[src/rtl/tx_demux_pkg.sv]
package tx_demux_pkg;
    localparam int DATA_W    = 16;
    localparam int HDR_WORDS = 4;
    localparam int CHAN_LSB  = 11;
    localparam int CHAN_W    = 5;
    localparam int LEN_W     = 9;
    localparam logic [CHAN_W-1:0] CMD_CHAN = '1;

    typedef enum logic [1:0] {DST_CMD, DST_CH0, DST_CH1, DST_NONE} dest_t;
    typedef enum logic [1:0] {FRAME_HEAD, HEAD_TAIL, PAYLOAD, PADDING} seq_state_t;
endpackage

[src/rtl/txd_hdr_decode.sv]
module txd_hdr_decode
    import tx_demux_pkg::*;
#(
    parameter int PKT_WORDS = 256,
    localparam int CW = $clog2(PKT_WORDS + 1)
) (
    input  logic [DATA_W-1:0] word,
    output dest_t             dest,
    output logic [CW-1:0]     pl_words,
    output logic              too_long
);
    localparam int MAX_PL = PKT_WORDS - HDR_WORDS;

    logic [CHAN_W-1:0] chan;
    logic [LEN_W-1:0]  nbytes;
    logic [31:0]       raw;

    always_comb begin
        chan   = word[CHAN_LSB +: CHAN_W];
        nbytes = word[LEN_W-1:0];
        raw    = (32'(nbytes) + 32'd1) >> 1;
        too_long = raw > 32'(MAX_PL);
        pl_words = too_long ? CW'(MAX_PL) : CW'(raw);
        if (chan == CMD_CHAN)            dest = DST_CMD;
        else if (chan == CHAN_W'(0))     dest = DST_CH0;
        else if (chan == CHAN_W'(1))     dest = DST_CH1;
        else                             dest = DST_NONE;
    end
endmodule

[src/rtl/txd_err_count.sv]
module txd_err_count #(
    parameter int CNT_W = 8
) (
    input  logic             clk,
    input  logic             rst_n,
    input  logic             bump,
    output logic [CNT_W-1:0] count
);
    always_ff @(posedge clk) begin
        if (!rst_n)                   count <= '0;
        else if (bump && count != '1) count <= count + 1'b1;
    end

    a_r8_count_monotonic: assert property (@(posedge clk) disable iff (!rst_n)
        1'b1 |=> count >= $past(count));
    a_r8_count_steps: assert property (@(posedge clk) disable iff (!rst_n)
        (bump && count != '1) |=> count == $past(count) + 1'b1);
endmodule

[src/rtl/txd_route_fsm.sv]
module txd_route_fsm
    import tx_demux_pkg::*;
#(
    parameter int PKT_WORDS = 256,
    localparam int CW = $clog2(PKT_WORDS + 1),
    localparam int IW = $clog2(PKT_WORDS)
) (
    input  logic          clk,
    input  logic          rst_n,
    input  logic          in_valid,
    input  dest_t         hdr_dest,
    input  logic [CW-1:0] hdr_pl,
    input  logic          hdr_bad,
    input  logic          cmd_full,
    input  logic [1:0]    ch_full,
    output logic          in_rd,
    output logic          cmd_wr,
    output logic [1:0]    ch_wr,
    output logic          bump
);
    seq_state_t    state, nxt;
    dest_t         dest_q, cur_dest;
    logic [CW-1:0] pl_q;
    logic [IW-1:0] cnt;
    logic          want_wr, blocked, last_hdr, last_body, last_pkt;

    // State register and per-packet context
    always_ff @(posedge clk) begin
        if (!rst_n) begin
            state  <= FRAME_HEAD;
            dest_q <= DST_NONE;
            pl_q   <= '0;
            cnt    <= '0;
        end else if (in_rd) begin
            state <= nxt;
            cnt   <= (nxt == FRAME_HEAD) ? '0 : cnt + 1'b1;
            if (state == FRAME_HEAD) begin
                dest_q <= hdr_dest;
                pl_q   <= hdr_pl;
            end
        end
    end

    // Outputs and next state
    always_comb begin
        cur_dest  = (state == FRAME_HEAD) ? hdr_dest : dest_q;
        last_hdr  = 32'(cnt) == HDR_WORDS - 1;
        last_body = 32'(cnt) == HDR_WORDS - 1 + 32'(pl_q);
        last_pkt  = 32'(cnt) == PKT_WORDS - 1;
        want_wr   = 1'b0;
        nxt       = state;
        unique case (state)
            FRAME_HEAD: begin
                want_wr = cur_dest inside {DST_CH0, DST_CH1};
                nxt     = HEAD_TAIL;
            end
            HEAD_TAIL: begin
                want_wr = cur_dest inside {DST_CH0, DST_CH1};
                if (last_hdr) nxt = (pl_q == '0) ? PADDING : PAYLOAD;
            end
            PAYLOAD: begin
                want_wr = cur_dest != DST_NONE;
                if (last_body) nxt = last_pkt ? FRAME_HEAD : PADDING;
            end
            PADDING: begin
                if (last_pkt) nxt = FRAME_HEAD;
            end
        endcase
        unique case (cur_dest)
            DST_CMD:  blocked = want_wr && cmd_full;
            DST_CH0:  blocked = want_wr && ch_full[0];
            DST_CH1:  blocked = want_wr && ch_full[1];
            DST_NONE: blocked = 1'b0;
        endcase
        in_rd    = in_valid && !blocked;
        cmd_wr   = in_rd && want_wr && cur_dest == DST_CMD;
        ch_wr[0] = in_rd && want_wr && cur_dest == DST_CH0;
        ch_wr[1] = in_rd && want_wr && cur_dest == DST_CH1;
        bump     = in_rd && state == FRAME_HEAD && hdr_bad;
    end

    a_r9_write_needs_pop: assert property (@(posedge clk) disable iff (!rst_n)
        (cmd_wr || ch_wr != 2'b00) |-> in_rd);
    a_r9_single_dest: assert property (@(posedge clk) disable iff (!rst_n)
        $onehot0({cmd_wr, ch_wr}));
    a_r7_no_push_full: assert property (@(posedge clk) disable iff (!rst_n)
        (cmd_wr |-> !cmd_full) and (ch_wr[0] |-> !ch_full[0]) and (ch_wr[1] |-> !ch_full[1]));
    a_r7_pop_needs_word: assert property (@(posedge clk) disable iff (!rst_n)
        in_rd |-> in_valid);
    a_r7_hold_on_stall: assert property (@(posedge clk) disable iff (!rst_n)
        !in_rd |=> $stable(cnt) && $stable(state));
    a_r5_frame_aligned: assert property (@(posedge clk) disable iff (!rst_n)
        (state == FRAME_HEAD) |-> cnt == '0);
    a_r4_no_cmd_header: assert property (@(posedge clk) disable iff (!rst_n)
        (state == HEAD_TAIL) |-> !cmd_wr);
endmodule

[src/rtl/tx_pkt_demux.sv]
module tx_pkt_demux
    import tx_demux_pkg::*;
#(
    parameter int PKT_WORDS = 256,
    parameter int CNT_W     = 8,
    localparam int CW = $clog2(PKT_WORDS + 1)
) (
    input  logic              clk,
    input  logic              rst_n,
    input  logic              in_valid,
    input  logic [DATA_W-1:0] in_data,
    output logic              in_rd,
    input  logic              cmd_full,
    output logic              cmd_wr,
    output logic [DATA_W-1:0] cmd_data,
    input  logic [1:0]        ch_full,
    output logic [1:0]        ch_wr,
    output logic [DATA_W-1:0] ch_data,
    output logic [CNT_W-1:0]  bad_len_cnt
);
    dest_t         hdr_dest;
    logic [CW-1:0] hdr_pl;
    logic          hdr_bad, bump;

    txd_hdr_decode #(.PKT_WORDS(PKT_WORDS)) u_dec (
        .word(in_data), .dest(hdr_dest), .pl_words(hdr_pl), .too_long(hdr_bad)
    );

    txd_route_fsm #(.PKT_WORDS(PKT_WORDS)) u_fsm (
        .clk(clk), .rst_n(rst_n), .in_valid(in_valid),
        .hdr_dest(hdr_dest), .hdr_pl(hdr_pl), .hdr_bad(hdr_bad),
        .cmd_full(cmd_full), .ch_full(ch_full),
        .in_rd(in_rd), .cmd_wr(cmd_wr), .ch_wr(ch_wr), .bump(bump)
    );

    txd_err_count #(.CNT_W(CNT_W)) u_err (
        .clk(clk), .rst_n(rst_n), .bump(bump), .count(bad_len_cnt)
    );

    assign cmd_data = in_data;
    assign ch_data  = in_data;
endmodule

[config.mk]
export PLATFORM = sky130hd
export DESIGN_NAME = tx_pkt_demux
export DESIGN_NICKNAME = d
export VERILOG_FILES = /design/src/rtl/tx_demux_pkg.sv /design/src/rtl/txd_hdr_decode.sv /design/src/rtl/txd_err_count.sv /design/src/rtl/txd_route_fsm.sv /design/src/rtl/tx_pkt_demux.sv
export SDC_FILE = /design/constraint.sdc
export NUM_CORES = 1
export LEC_CHECK = 0
export BUFFER_PORTS_ARGS = -buffer_cell sky130_fd_sc_hd__buf_2
export CORE_MARGIN = 5
export CORE_UTILIZATION = 52
export CTS_BUF_LIST = sky130_fd_sc_hd__clkbuf_16
export DETAILED_ROUTE_END_ITERATION = 6
export GPL_ROUTABILITY_DRIVEN = 1
export HOLD_SLACK_MARGIN = 0.12
export PLACE_DENSITY = 0.87
export SYNTH_ARGS = -nofsm -noshare
export SYNTH_HDL_FRONTEND = slang
export SYNTH_SLANG_ARGS = --single-unit
[constraint.sdc]
create_clock -name clk -period 3.3 [get_ports clk]
set_input_delay 0.165 -clock clk [delete_from_list [all_inputs] [get_ports clk]]
set_output_delay 0.165 -clock clk [all_outputs]
set_load 0.05 [all_outputs]
Word-level counts from Yosys, hierarchy flattened
Index checks and enable logic that the tools add are counted.

operators by class
  add/sub/neg operators = 4
  mux-type cells = 14
  reductions and logical operators = 20
  order comparisons = 1
  equality and inequality tests = 13

operators by type and width
  cell                                                  number
  == test 8 x 32 -> 1 bit                               1
  > comparator 31 x 8 -> 1 bit (second input constant)  1
  adder 8 x 1 -> 8 bit (second input constant)          2
  2-to-1 mux 2 bit                                      7
  logical AND 1 bit                                     11
  adder 2 x 9 -> 10 bit (first input constant)          1
  adder 9 x 1 -> 10 bit (second input constant)         1
  zero test 9 bit                                       1
  2-to-1 mux 9 bit                                      1
  == test 2 bit (second input constant)                 4
  == test 8 x 2 -> 1 bit (second input constant)        1
  == test 8 bit (second input constant)                 1
  2-to-1 mux 8 bit                                      1
  != test 8 bit (second input constant)                 1
  one-hot mux 2 bit (4 select lines)                    1
  zero test 2 bit                                       3
  == test 5 x 1 -> 1 bit (second input constant)        1
  == test 5 bit (second input constant)                 1
  zero test 5 bit                                       1
  == test 2 x 1 -> 1 bit (second input constant)        2
  one-hot mux 1 bit (4 select lines)                    1
  2-to-1 mux 1 bit                                      2
  != test 2 bit (second input constant)                 1
  one-hot mux 1 bit (2 select lines)                    1
  4 further kinds                                       4

storage, ports and cells
  input port bits = 22
  bits in registers = 29
  output and inout bits = 44

Longest topological paths before layout
Gate-level depths: netlist (run 1).

  depth in word-level cells = 15
  depth in mapped cells = 13
  depth with buffers taken out = 13

Modules after synthesis
From an unflattened synthesis (run 1), not the netlist that was laid out.

unflattened totals
  cells, all modules = 311
  area, all modules = 2426.1 µm²

by module, submodules not included
  module          times used  area each (µm²)  cells an instance  sequential area each (µm²)
  txd_route_fsm   1           1412.6           176                420.4
  txd_err_count   1           404.1            47                 160.2
  txd_hdr_decode  1           369.1            56                 0.0
  tx_pkt_demux    1           240.2            32                 0.0

Least setup slack after synthesis (run 1)
Ideal clock, no wire load.

  kind = flip-flop to output port
  from = register u_fsm.state[1]
  to = output port ch_wr[0]
  setup slack = 0.139 ns
  buffers on the path = 1
  cell stages (with the launch flop) = 11
  data required time = 3.135 ns
  data arrival time = 2.996 ns
  cell sequence = dfxtp_1 nor2_1 mux2i_1 inv_1 ha_1 a22oi_1 o21a_1 o21ai_2 clkinv_1 clkbuf_1 and3_1

between the ends
  longest elaborated chain between the ends = 11
  elaborated cells between the ends (all ways) = 20

ends and longest elaborated chain
  what                                                     RTL line                                                       RTL
  start: declaration                                       txd_route_fsm.sv:21                                            seq_state_t state, nxt;
  start signal: assignment                                 txd_route_fsm.sv:35                                            state <= nxt;
  zero test 2 bit *                                        txd_route_fsm.sv:46                                            cur_dest = (state == FRAME_HEAD) ? hdr_dest : dest_q;
  2-to-1 mux 2 bit *                                       --
  net u_fsm.cur_dest[1]                                    txd_route_fsm.sv:22                                            dest_t dest_q, cur_dest;
  == test 2 x 1 -> 1 bit or == test 2 bit (tied branches)  txd_route_fsm.sv:54, txd_route_fsm.sv:58, txd_route_fsm.sv:69
  nonzero test 2 bit                                       txd_route_fsm.sv:54, txd_route_fsm.sv:58
  one-hot mux 1 bit (2 select lines)                       txd_route_fsm.sv:52                                            unique case (state)
  logical AND 1 bit, on equally long branches              txd_route_fsm.sv:72, txd_route_fsm.sv:70, txd_route_fsm.sv:71
  one-hot mux 1 bit (4 select lines) *                     txd_route_fsm.sv:69                                            unique case (cur_dest)
  zero test 1 bit *                                        txd_route_fsm.sv:75                                            in_rd = in_valid && !blocked;
  logical AND 1 bit *                                      txd_route_fsm.sv:75
  net in_rd                                                tx_pkt_demux.sv:12                                             output logic in_rd,
  logical AND 1 bit * (2 in a row)                         txd_route_fsm.sv:77                                            ch_wr[0] = in_rd && want_wr && cur_dest == DST_CH0;
  end: declaration                                         tx_pkt_demux.sv:17                                             output logic [1:0] ch_wr,

The timed path passes the listed nets; every way through them passes the cells marked *.

Worst setup path in the final report (run 1)
  from = register u_fsm.state[1]
  to = output port ch_wr[0]

between the ends
  longest elaborated chain between the ends = 11
  elaborated cells between the ends (all ways) = 20

ends and longest elaborated chain
  what                                                     RTL line
  zero test 2 bit *                                        txd_route_fsm.sv:46
  2-to-1 mux 2 bit *                                       --
  net u_fsm.cur_dest[1]                                    txd_route_fsm.sv:22
  == test 2 x 1 -> 1 bit or == test 2 bit (tied branches)  --
  nonzero test 2 bit                                       txd_route_fsm.sv:54, txd_route_fsm.sv:58
  one-hot mux 1 bit (2 select lines)                       txd_route_fsm.sv:52
  logical AND 1 bit, on equally long branches              txd_route_fsm.sv:72, txd_route_fsm.sv:70, txd_route_fsm.sv:71
  one-hot mux 1 bit (4 select lines)                       txd_route_fsm.sv:69
  zero test 1 bit                                          txd_route_fsm.sv:75
  logical AND 1 bit                                        txd_route_fsm.sv:75
  logical AND 1 bit                                        txd_route_fsm.sv:77
  logical AND 1 bit *                                      txd_route_fsm.sv:77

Marked as above.

==> results of run 1 <==
## final cells by class
type,count,share of cell area
Inverter,9,0.0138
Timing Repair Buffer,61,0.127
Tap cell,50,0.0255
Clock inverter,1,0.00204
Multi-Input combinational cell,202,0.544
Sequential cell,29,0.237
Clock buffer,5,0.0511
## kinds of logic after synthesis
group | count (synthesis)
multiplexers | 2
flip-flops | 29
AND/OR/NAND/NOR | 101
adder cells (fa/ha/maj) | 8
AO/OA/AOI/OAI | 69
XOR/XNOR | 22
buffers and inverters | 53
## power by group through the flow
stage / clock (mW) / combinational [mW] / sequential, mW
after floorplan: 0 / 0.217 / 0.383
final: 0.412 / 0.237 / 0.384
after global routing: 0.433 / 0.259 / 0.386
after detailed placement: 0 / 0.233 / 0.390
after CTS: 0.421 / 0.234 / 0.383
after global placement: 0 / 0.228 / 0.388
## worst max-delay path by stage
stage,from,endpoint,slack [ns],cells after the start
after floorplan,u_fsm.state[1],ch_wr[0],0.14,10
after global placement,in_data[13],u_err.count[3],0.32,11
after detailed placement,in_data[13],u_err.count[6],0.21,12
after CTS,u_fsm.state[1],ch_wr[0],0.14,10
after global routing,u_fsm.state[1],ch_wr[0],0.04,10
final,u_fsm.state[1],ch_wr[0],0.25,10
## state kept, by name, indices dropped and copies added, names as in the netlist
signal        flops
u_fsm.cnt         8
u_fsm.dest_q      2
u_fsm.pl_q        9
u_err.count       8
u_fsm.state       2
## routing by layer
layer / up-vias / track usage
met5: - / 0
met4: 0 / 0.0680
met3: 12 / 0.0435
met2: 79 / 0.320
met1: 935 / 0.230
li1: 1055 / -
## worst reg2reg max path, cell delays in order (launching register included)
cell and delay (ns):
dfxtp_1 0.37, nor2_1 0.33, nand3_1 0.13, o21ai_0 0.22
inv_1 0.14, ha_1 0.24, a22oi_1 0.24, o311a_2 0.24
o21ai_1 0.26, or4_1 0.57, a21oi_1 0.16
## layout by cell type (no fill, tap or decap), types with 6 or more instances in the layout
cell     instances
a21oi_1         15
a31oi_1          6
and3_1           8
buf_2           59
dfxtp_1         29
ha_1             8
inv_1            8
nand2_1         27
nand3_1         21
nor2_1           9
o21ai_0         15
xnor2_1          9
xor2_1          13
==> results.cfg, run 1 <==
[setup_path]
cpPeakStageDelay_ns = 0.37
critical_path.top_delay_family = simple AND/OR/NAND/NOR gates
r2r_end = u_err.count[6]
slowest_stage = dfxtp_1
reg2reg_from = u_fsm.state[1]
cp_num_buf_inv = 3
crit_required_ns = 3.13
worstSetupPathType = reg2out
worstPathCellList = nor2_1 -> mux2i_2 -> inv_1 -> ha_1 -> nand3_1 -> o21a_1 -> o21ai_4 -> clkinv_1 -> and3_1 -> buf_2
cp.arrival_ns = 2.89
end_kind = output port
r2r_slack_ns = 0.32
reg2reg_depth = 10
critPathLaunchType = flip-flop
critPathMaxFanout = 10

[synthesis]
yosysSeqAreaShare = 0.259
syn_nets = 314
ys_top_cells_by_count = 32 x buf_4, 29 x dfxtp_1, 27 x nand2_1
ys_ff_latch = 29
ys_warn_count = 0
yosys.area_share.adder = 0.0447
synth_top_area_share = 0.259
yosysUniqueCellTypes = 52
synth_edf_count = 0
synth-compound-area-share = 0.203
ys.flop_type = dfxtp_1
syn_avg_cell_area_sq_um = 7.89
yosys.area_share.simple = 0.247
syn_inst = 284
netlist_top_cells_area = dfxtp_1 26%, buf_4 11%, xor2_1 5.1%
synthMuxAreaShare = 0.00894
synthArstFlopShare = 0
synth_top_family_by_area = simple AND/OR/NAND/NOR gates
syn_area_sq_um = 2240
synth_most_common_cell = buf_4
yosys.area.top_type = dfxtp_1
synth_xor_area_frac = 0.0860

[drt]
m1WireLength_mm = 2.15
top_layer = met4
via_count = 2081
viasPerCell = 5.83
wl_met3_um = 401
drc = 0
wl_mm = 5.04
antenna_left = 0
wl_per_cell_um = 14.1
wl_met2_mm = 2.38
drt_first_pass_iters = 4
drt_iter0_markers = 173

[clocking]
clk_path_buf_depth = 2
clockRootBuffer = clkbuf_16
numCtsBuffers = 5
cts_tree = yes
path_clk_slew_ns = 0.05
cts-hold-fix-buffers = 0
cts_resized = 0
cts.htree.levels = 2
cts_setup_buffers = 0
clock_latency_ns = 0.27
cts.sinks = 29

[die]
die_area_sq_um = 5720
rows = 23
core_sq_um = 4090
start_util = 0.548
die_x_um = 75.6
ioPinCount = 66
die_h_um = 75.6

[final_layout]
seq_area_sq_um = 581
drive_gt1_frac = 0.248
finish.utilization = 0.600
antenna_cells = 0
multi_input_area_sq_um = 1330
fillers = 358
fin_cells = 357
areaGrowthSynthToFinish_pct = 9.39
nNetsFinal = 338
fin_area_sq_um = 2450

[pwr]
p_leak_nw = 1.03
switching_power_uw = 327
power_density_nw_per_um2 = 422
seqPwrFrac = 0.372
power_frac_comb = 0.230
p_int_uw = 706
vdd_drop_max_uv = 204
clkPwrFrac = 0.398
p_total_mw = 1.03
switching_share = 0.317

[timing]
worst_slack_ns = 0.250
max_freq_mhz = 328
skew_ns = 0.00116
rsz0062_at_grt = false
relSlewSlack = 0.412
layout_min_cycle_time_ns = 3.05
finalMaxSlewViolations = 0
hold_viol_final = 0
final-setup-viol-count = 0
finalSetupTns_ns = 0
period_share = 0.924
worst_hold_slack_ns = 0.242
worst_pin_slew_ns = 0.871

[placement]
port_buffers = 59
place_area_sq_um = 2310
dp_cells = 351
dpl.hpwl_mm = 3.76
dpl_worst_slack_ns = 0.207
gp_congestion = 0.903

[worst_hold_path]
whs_endpoint = u_fsm.dest_q[1]
holdCritPathClass = in2reg
hold_path_startpoint = rst_n
hold_path_depth = 2

[global_route]
antenna_found_initial = 0
grt_max_degree = 18
grtUsageTotal = 0.188
grt_pass1_vias = 1952
grt-ovfl-total = 0
grt_pass1_wl_mm = 8.49

[outcome]
status = complete, no violations

[job]
max-cap-violations = 0
(Power assumes the default switching activity.)
==> run 2, diff against run 1 <==
Settings changed: RECOVER_POWER set to 100.
==> run 2 against run 1 <==
  * Non-clock buffer count unchanged
  * Clock-buffer cell count unchanged
  * First-iteration DRC count down 5.8%
  * Core utilization down 1.2 points
  * Combinational power down 3%
  * Highest routed layer unchanged
  * Sequential power about the same
  * Die area unchanged
  * Flip-flop and latch count unchanged
  * Via count down 0.53%
  * Worst hold slack worse by 0.00089 ns
  * Register-to-register slack about the same
  * Cell count unchanged
==> results.cfg, run 2 (synthesis gave the netlist of run 1 again) <==
[clocking]
path_clk_slew_ns = 0.05
clock_latency_ns = 0.27
clk_path_buf_depth = 2
clockRootBuffer = clkbuf_16
cts_tree = yes
cts.htree.levels = 2
cts.sinks = 29
numCtsBuffers = 5

[placement]
dpl_worst_slack_ns = 0.207
gp_congestion = 0.903
place_area_sq_um = 2310
port_buffers = 59
dp_cells = 351
dpl.hpwl_mm = 3.76

[timing]
worst_hold_slack_ns = 0.241
final-setup-viol-count = 0
period_share = 0.927
relSlewSlack = 0.478
layout_min_cycle_time_ns = 3.06
hold_viol_final = 0
max_freq_mhz = 327
finalMaxSlewViolations = 0
worst_pin_slew_ns = 0.774
skew_ns = 0.00119
worst_slack_ns = 0.241
finalSetupTns_ns = 0
rsz0062_at_grt = false

[die]
die_h_um = 75.6
rows = 23
die_area_sq_um = 5720
die_x_um = 75.6
core_sq_um = 4090
ioPinCount = 66
start_util = 0.548

[drt]
drc = 0
antenna_left = 0
wl_mm = 4.99
drt_first_pass_iters = 4
wl_per_cell_um = 14.0
drt_iter0_markers = 163
viasPerCell = 5.80
via_count = 2070

[final_layout]
finish.utilization = 0.588
reg_top3 = u_fsm.pl_q (9), u_err.count (8), u_fsm.cnt (8)
areaGrowthSynthToFinish_pct = 7.21
nNetsFinal = 338
mostFrequentLayoutCells = 37 x clkbuf_1, 29 x dfxtp_1, 27 x nand2_1
top_register = u_fsm.pl_q
fin_cells = 357
drive_gt1_frac = 0.127
antenna_cells = 0
final_common_cell = clkbuf_1
largest_register_ffs = 9
fin_area_sq_um = 2400

[setup_path]
end_kind = output port
crit_required_ns = 3.13
cp.arrival_ns = 2.89
critPathMaxFanout = 10
critPathLaunchType = flip-flop
worstSetupPathType = reg2out

[global_route]
grt_use_met3 = 0.0435
grt-ovfl-total = 0
antenna_found_initial = 0
met1_usage = 0.230
use_met2 = 0.320
grt_pass1_wl_mm = 8.49
grt_max_degree = 18
grtUsageTotal = 0.188
grt_pass1_vias = 1952
grt.busiest_layer = met2

[pwr]
power_density_nw_per_um2 = 428
p_total_mw = 1.03
vdd_drop_max_uv = 204
p_leak_nw = 0.912

[worst_hold_path]
holdCritPathClass = in2reg

[outcome]
status = complete, no violations

[job]
max-cap-violations = 0
## run 2: cell count changes in the layout (fill, tap and decap cells not counted)
cell,delta
buf_4,-1
buf_2,-37
and2_0,+1
clkbuf_1,+37
and2_1,-1
clkbuf_2,+1
## run 2: power by group
group          internal (mW)  switching, mW  total [mW]
clock                  0.268          0.144       0.412
sequential             0.365         0.0191       0.384
combinational         0.0674          0.164       0.231
total                  0.700          0.327        1.03
## run 2: path summary, 6_finish.rpt
| check | cells past startpoint | slack (ns) | start | to |
|---|---|---|---|---|
| setup / recovery | 10 | 0.24 | u_fsm.state[1] | ch_wr[0] |
| hold / removal | 2 | 0.24 | rst_n | u_fsm.dest_q[1] |
| setup reg to reg | 10 | 0.33 | u_fsm.state[1] | u_err.count[5] |
| hold reg to reg | 2 | 0.49 | u_fsm.pl_q[8] | u_fsm.pl_q[8] |
## run 2: repair_timing
item,4_1_cts,5_1_grt
resized for setup,0,3
setup endpoints to repair,0,7
buffers inserted,0,0
hold buffers,0,0
## run 2: area by class of cell
type                            count  area [sq um]
Fill cell                         375          1690
Multi-Input combinational cell    202          1330
Sequential cell                    29           581
Timing Repair Buffer               61           262
Clock buffer                        5           125
Tap cell                           50          62.6
Inverter                            9          33.8
Clock inverter                      1          5.00
## run 2: per-layer routing
layer | wire length [um] | part of all wire | up-vias
met2 | 2330 | 0.47 | 82
met4 | 82 | 0.016 | 0
li1 | - | - | 1055
met3 | 399 | 0.080 | 12
met5 | 0 | 0 | -
met1 | 2180 | 0.44 | 921
## run 2: worst max-delay path: stages (launching register included)
cell,delay (ns)
dfxtp_1,0.37
nor2_1,0.33
mux2i_2,0.34
inv_1,0.10
ha_1,0.36
nand3_1,0.09
o21a_1,0.15
o21ai_4,0.29
clkinv_1,0.19
and3_1,0.20
buf_2,0.21
==> run 3, diff against run 2 <==
Settings changed: PLACE_DENSITY 0.87 to 0.8.
==> run 3 against run 2 <==
  * Sequential power barely moved
  * Register-to-register slack improved by 0.04 ns
  * Via count fell by 0.53%
  * Flip-flop and latch count did not move
  * Clock power rose by 22%
  * Critical path depth did not move
  * Non-clock buffer count did not move
  * Clock-buffer cell count did not move
  * Total power rose by 8.8%
  * Setup slack got worse by 0.035 ns
  * Global-route usage fell by 0.80 points
==> results.cfg, run 3 (synthesis gave the netlist of run 1 again) <==
[job]
max-cap-violations = 0

[final_layout]
fin_area_sq_um = 2430
areaGrowthSynthToFinish_pct = 8.66
mostFrequentLayoutCells = 37 x clkbuf_1, 29 x dfxtp_1, 27 x nand2_1
seq_area_sq_um = 581
largest_register_ffs = 9
reg_top3 = u_fsm.pl_q (9), u_err.count (8), u_fsm.cnt (8)
drive_gt1_frac = 0.126
antenna_cells = 0
fillers = 389
fin_cells = 359
top_register = u_fsm.pl_q
multi_input_area_sq_um = 1330
nNetsFinal = 338
final_common_cell = clkbuf_1

[timing]
final-setup-viol-count = 0
worst_pin_slew_ns = 0.760
max_freq_mhz = 323
layout_min_cycle_time_ns = 3.09
worst_hold_slack_ns = 0.248
relSlewSlack = 0.487
finalSetupTns_ns = 0
worst_slack_ns = 0.207
finalMaxSlewViolations = 0
skew_ns = 0.00610
rsz0062_at_grt = false
period_share = 0.937
hold_viol_final = 0

[drt]
wl_mm = 5.10
viasPerCell = 5.74
wl_per_cell_um = 14.2
drt_first_pass_iters = 4
drc = 0
drt_iter0_markers = 106
via_count = 2059
antenna_left = 0

[clocking]
numCtsBuffers = 5
clock_latency_ns = 0.27
path_clk_slew_ns = 0.05
clk_path_buf_depth = 2
cts-hold-fix-buffers = 0
cts.sinks = 29
cts.htree.levels = 2
cts_tree = yes
clockRootBuffer = clkbuf_16

[placement]
gp_congestion = 0.781
port_buffers = 59
dpl.hpwl_mm = 3.72
dp_cells = 351
dpl_worst_slack_ns = 0.211
place_area_sq_um = 2310

[pwr]
power_density_nw_per_um2 = 459
vdd_drop_max_uv = 284
p_leak_nw = 0.929

[die]
ioPinCount = 66
start_util = 0.548
die_h_um = 75.6
rows = 23
core_sq_um = 4090
die_x_um = 75.6
die_area_sq_um = 5720

[setup_path]
r2r_end = u_err.count[4]
cp.arrival_ns = 2.93
reg2reg_from = u_fsm.state[1]
r2r_slack_ns = 0.37
crit_required_ns = 3.13
worstSetupPathType = reg2out
critPathLaunchType = flip-flop
slowest_stage = dfxtp_1
cpPeakStageDelay_ns = 0.37
reg2reg_depth = 9
end_kind = output port
critPathMaxFanout = 10
worstPathCellList = nor2_1 -> mux2i_2 -> inv_1 -> ha_1 -> nand3_1 -> o21a_1 -> o21ai_4 -> clkinv_1 -> and3_1 -> buf_2

[worst_hold_path]
holdCritPathClass = in2reg
hold_path_depth = 2
whs_endpoint = u_fsm.dest_q[0]
hold_path_startpoint = rst_n

[global_route]
grt_max_degree = 18
grtUsageTotal = 0.180
grt-ovfl-total = 0
grt_pass1_vias = 1814
grt_pass1_wl_mm = 8.02
antenna_found_initial = 0

[outcome]
status = complete, no violations
==> run 3: cell count changes in the layout (fill, tap and decap cells not counted), sizes merged <==
cell,change
buf,+1
bufinv,+1
clkbuf,-1
inv,+1
==> run 3: through the flow <==
stage | util | power, mW
4_1_cts | 0.605 | 1.13
6_report | 0.596 | 1.12
5_1_grt | 0.596 | 1.16
2_1_floorplan | - | 0.600
3_3_place_gp | 0.565 | 0.618
3_5_place_dp | 0.565 | 0.621
==> run 3: per-layer routing <==
metal,share of wire,global-route usage,vias to the layer above
met4,0.015,0.0680,0
met2,0.48,0.303,45
li1,-,-,1053
met1,0.45,0.225,955
met5,0,0,-
met3,0.050,0.0383,6
==> run 3: worst max path at each step <==
stage	from	endpoint	slack, ns	cells past startpoint
2_1_floorplan	u_fsm.state[1]	ch_wr[0]	0.14	10
3_3_place_gp	in_data[13]	u_err.count[3]	0.34	11
3_5_place_dp	in_data[13]	u_err.count[3]	0.21	12
4_1_cts	u_fsm.state[1]	cmd_wr	0.1	10
5_1_grt	u_fsm.state[1]	cmd_wr	0.04	10
6_report	u_fsm.state[1]	cmd_wr	0.21	10
==> run 3: what timing repair did <==
action / 4_1_cts / 5_1_grt
buffers inserted: 0 / 0
gates resized for setup: 0 / 3
endpoints found under the setup margin: 0 / 7
==> run 3: area by class of cell <==
class,instances,share of cell area
multi-input cells,202,0.548
flip-flops and latches,29,0.239
repair buffers,61,0.107
clock buffers,5,0.0514
well taps,50,0.0257
clock inverters,3,0.0154
inverters,9,0.0139
==> run 3: worst max-delay path, delay by kind of cell (launching register included) <==
kind	cells	cell delay, ns
flops	1	0.37
mux	1	0.35
fa+ha+maj	1	0.36
buf+inv	3	0.51
simple gates	3	0.60
compound gates	2	0.46
==> run 3: power breakdown <==
group	switching [mW]	leakage (nW)	internal [mW]
logic	0.163	0.610	0.0672
clock network	0.154	0.0826	0.350
registers	0.0185	0.236	0.365
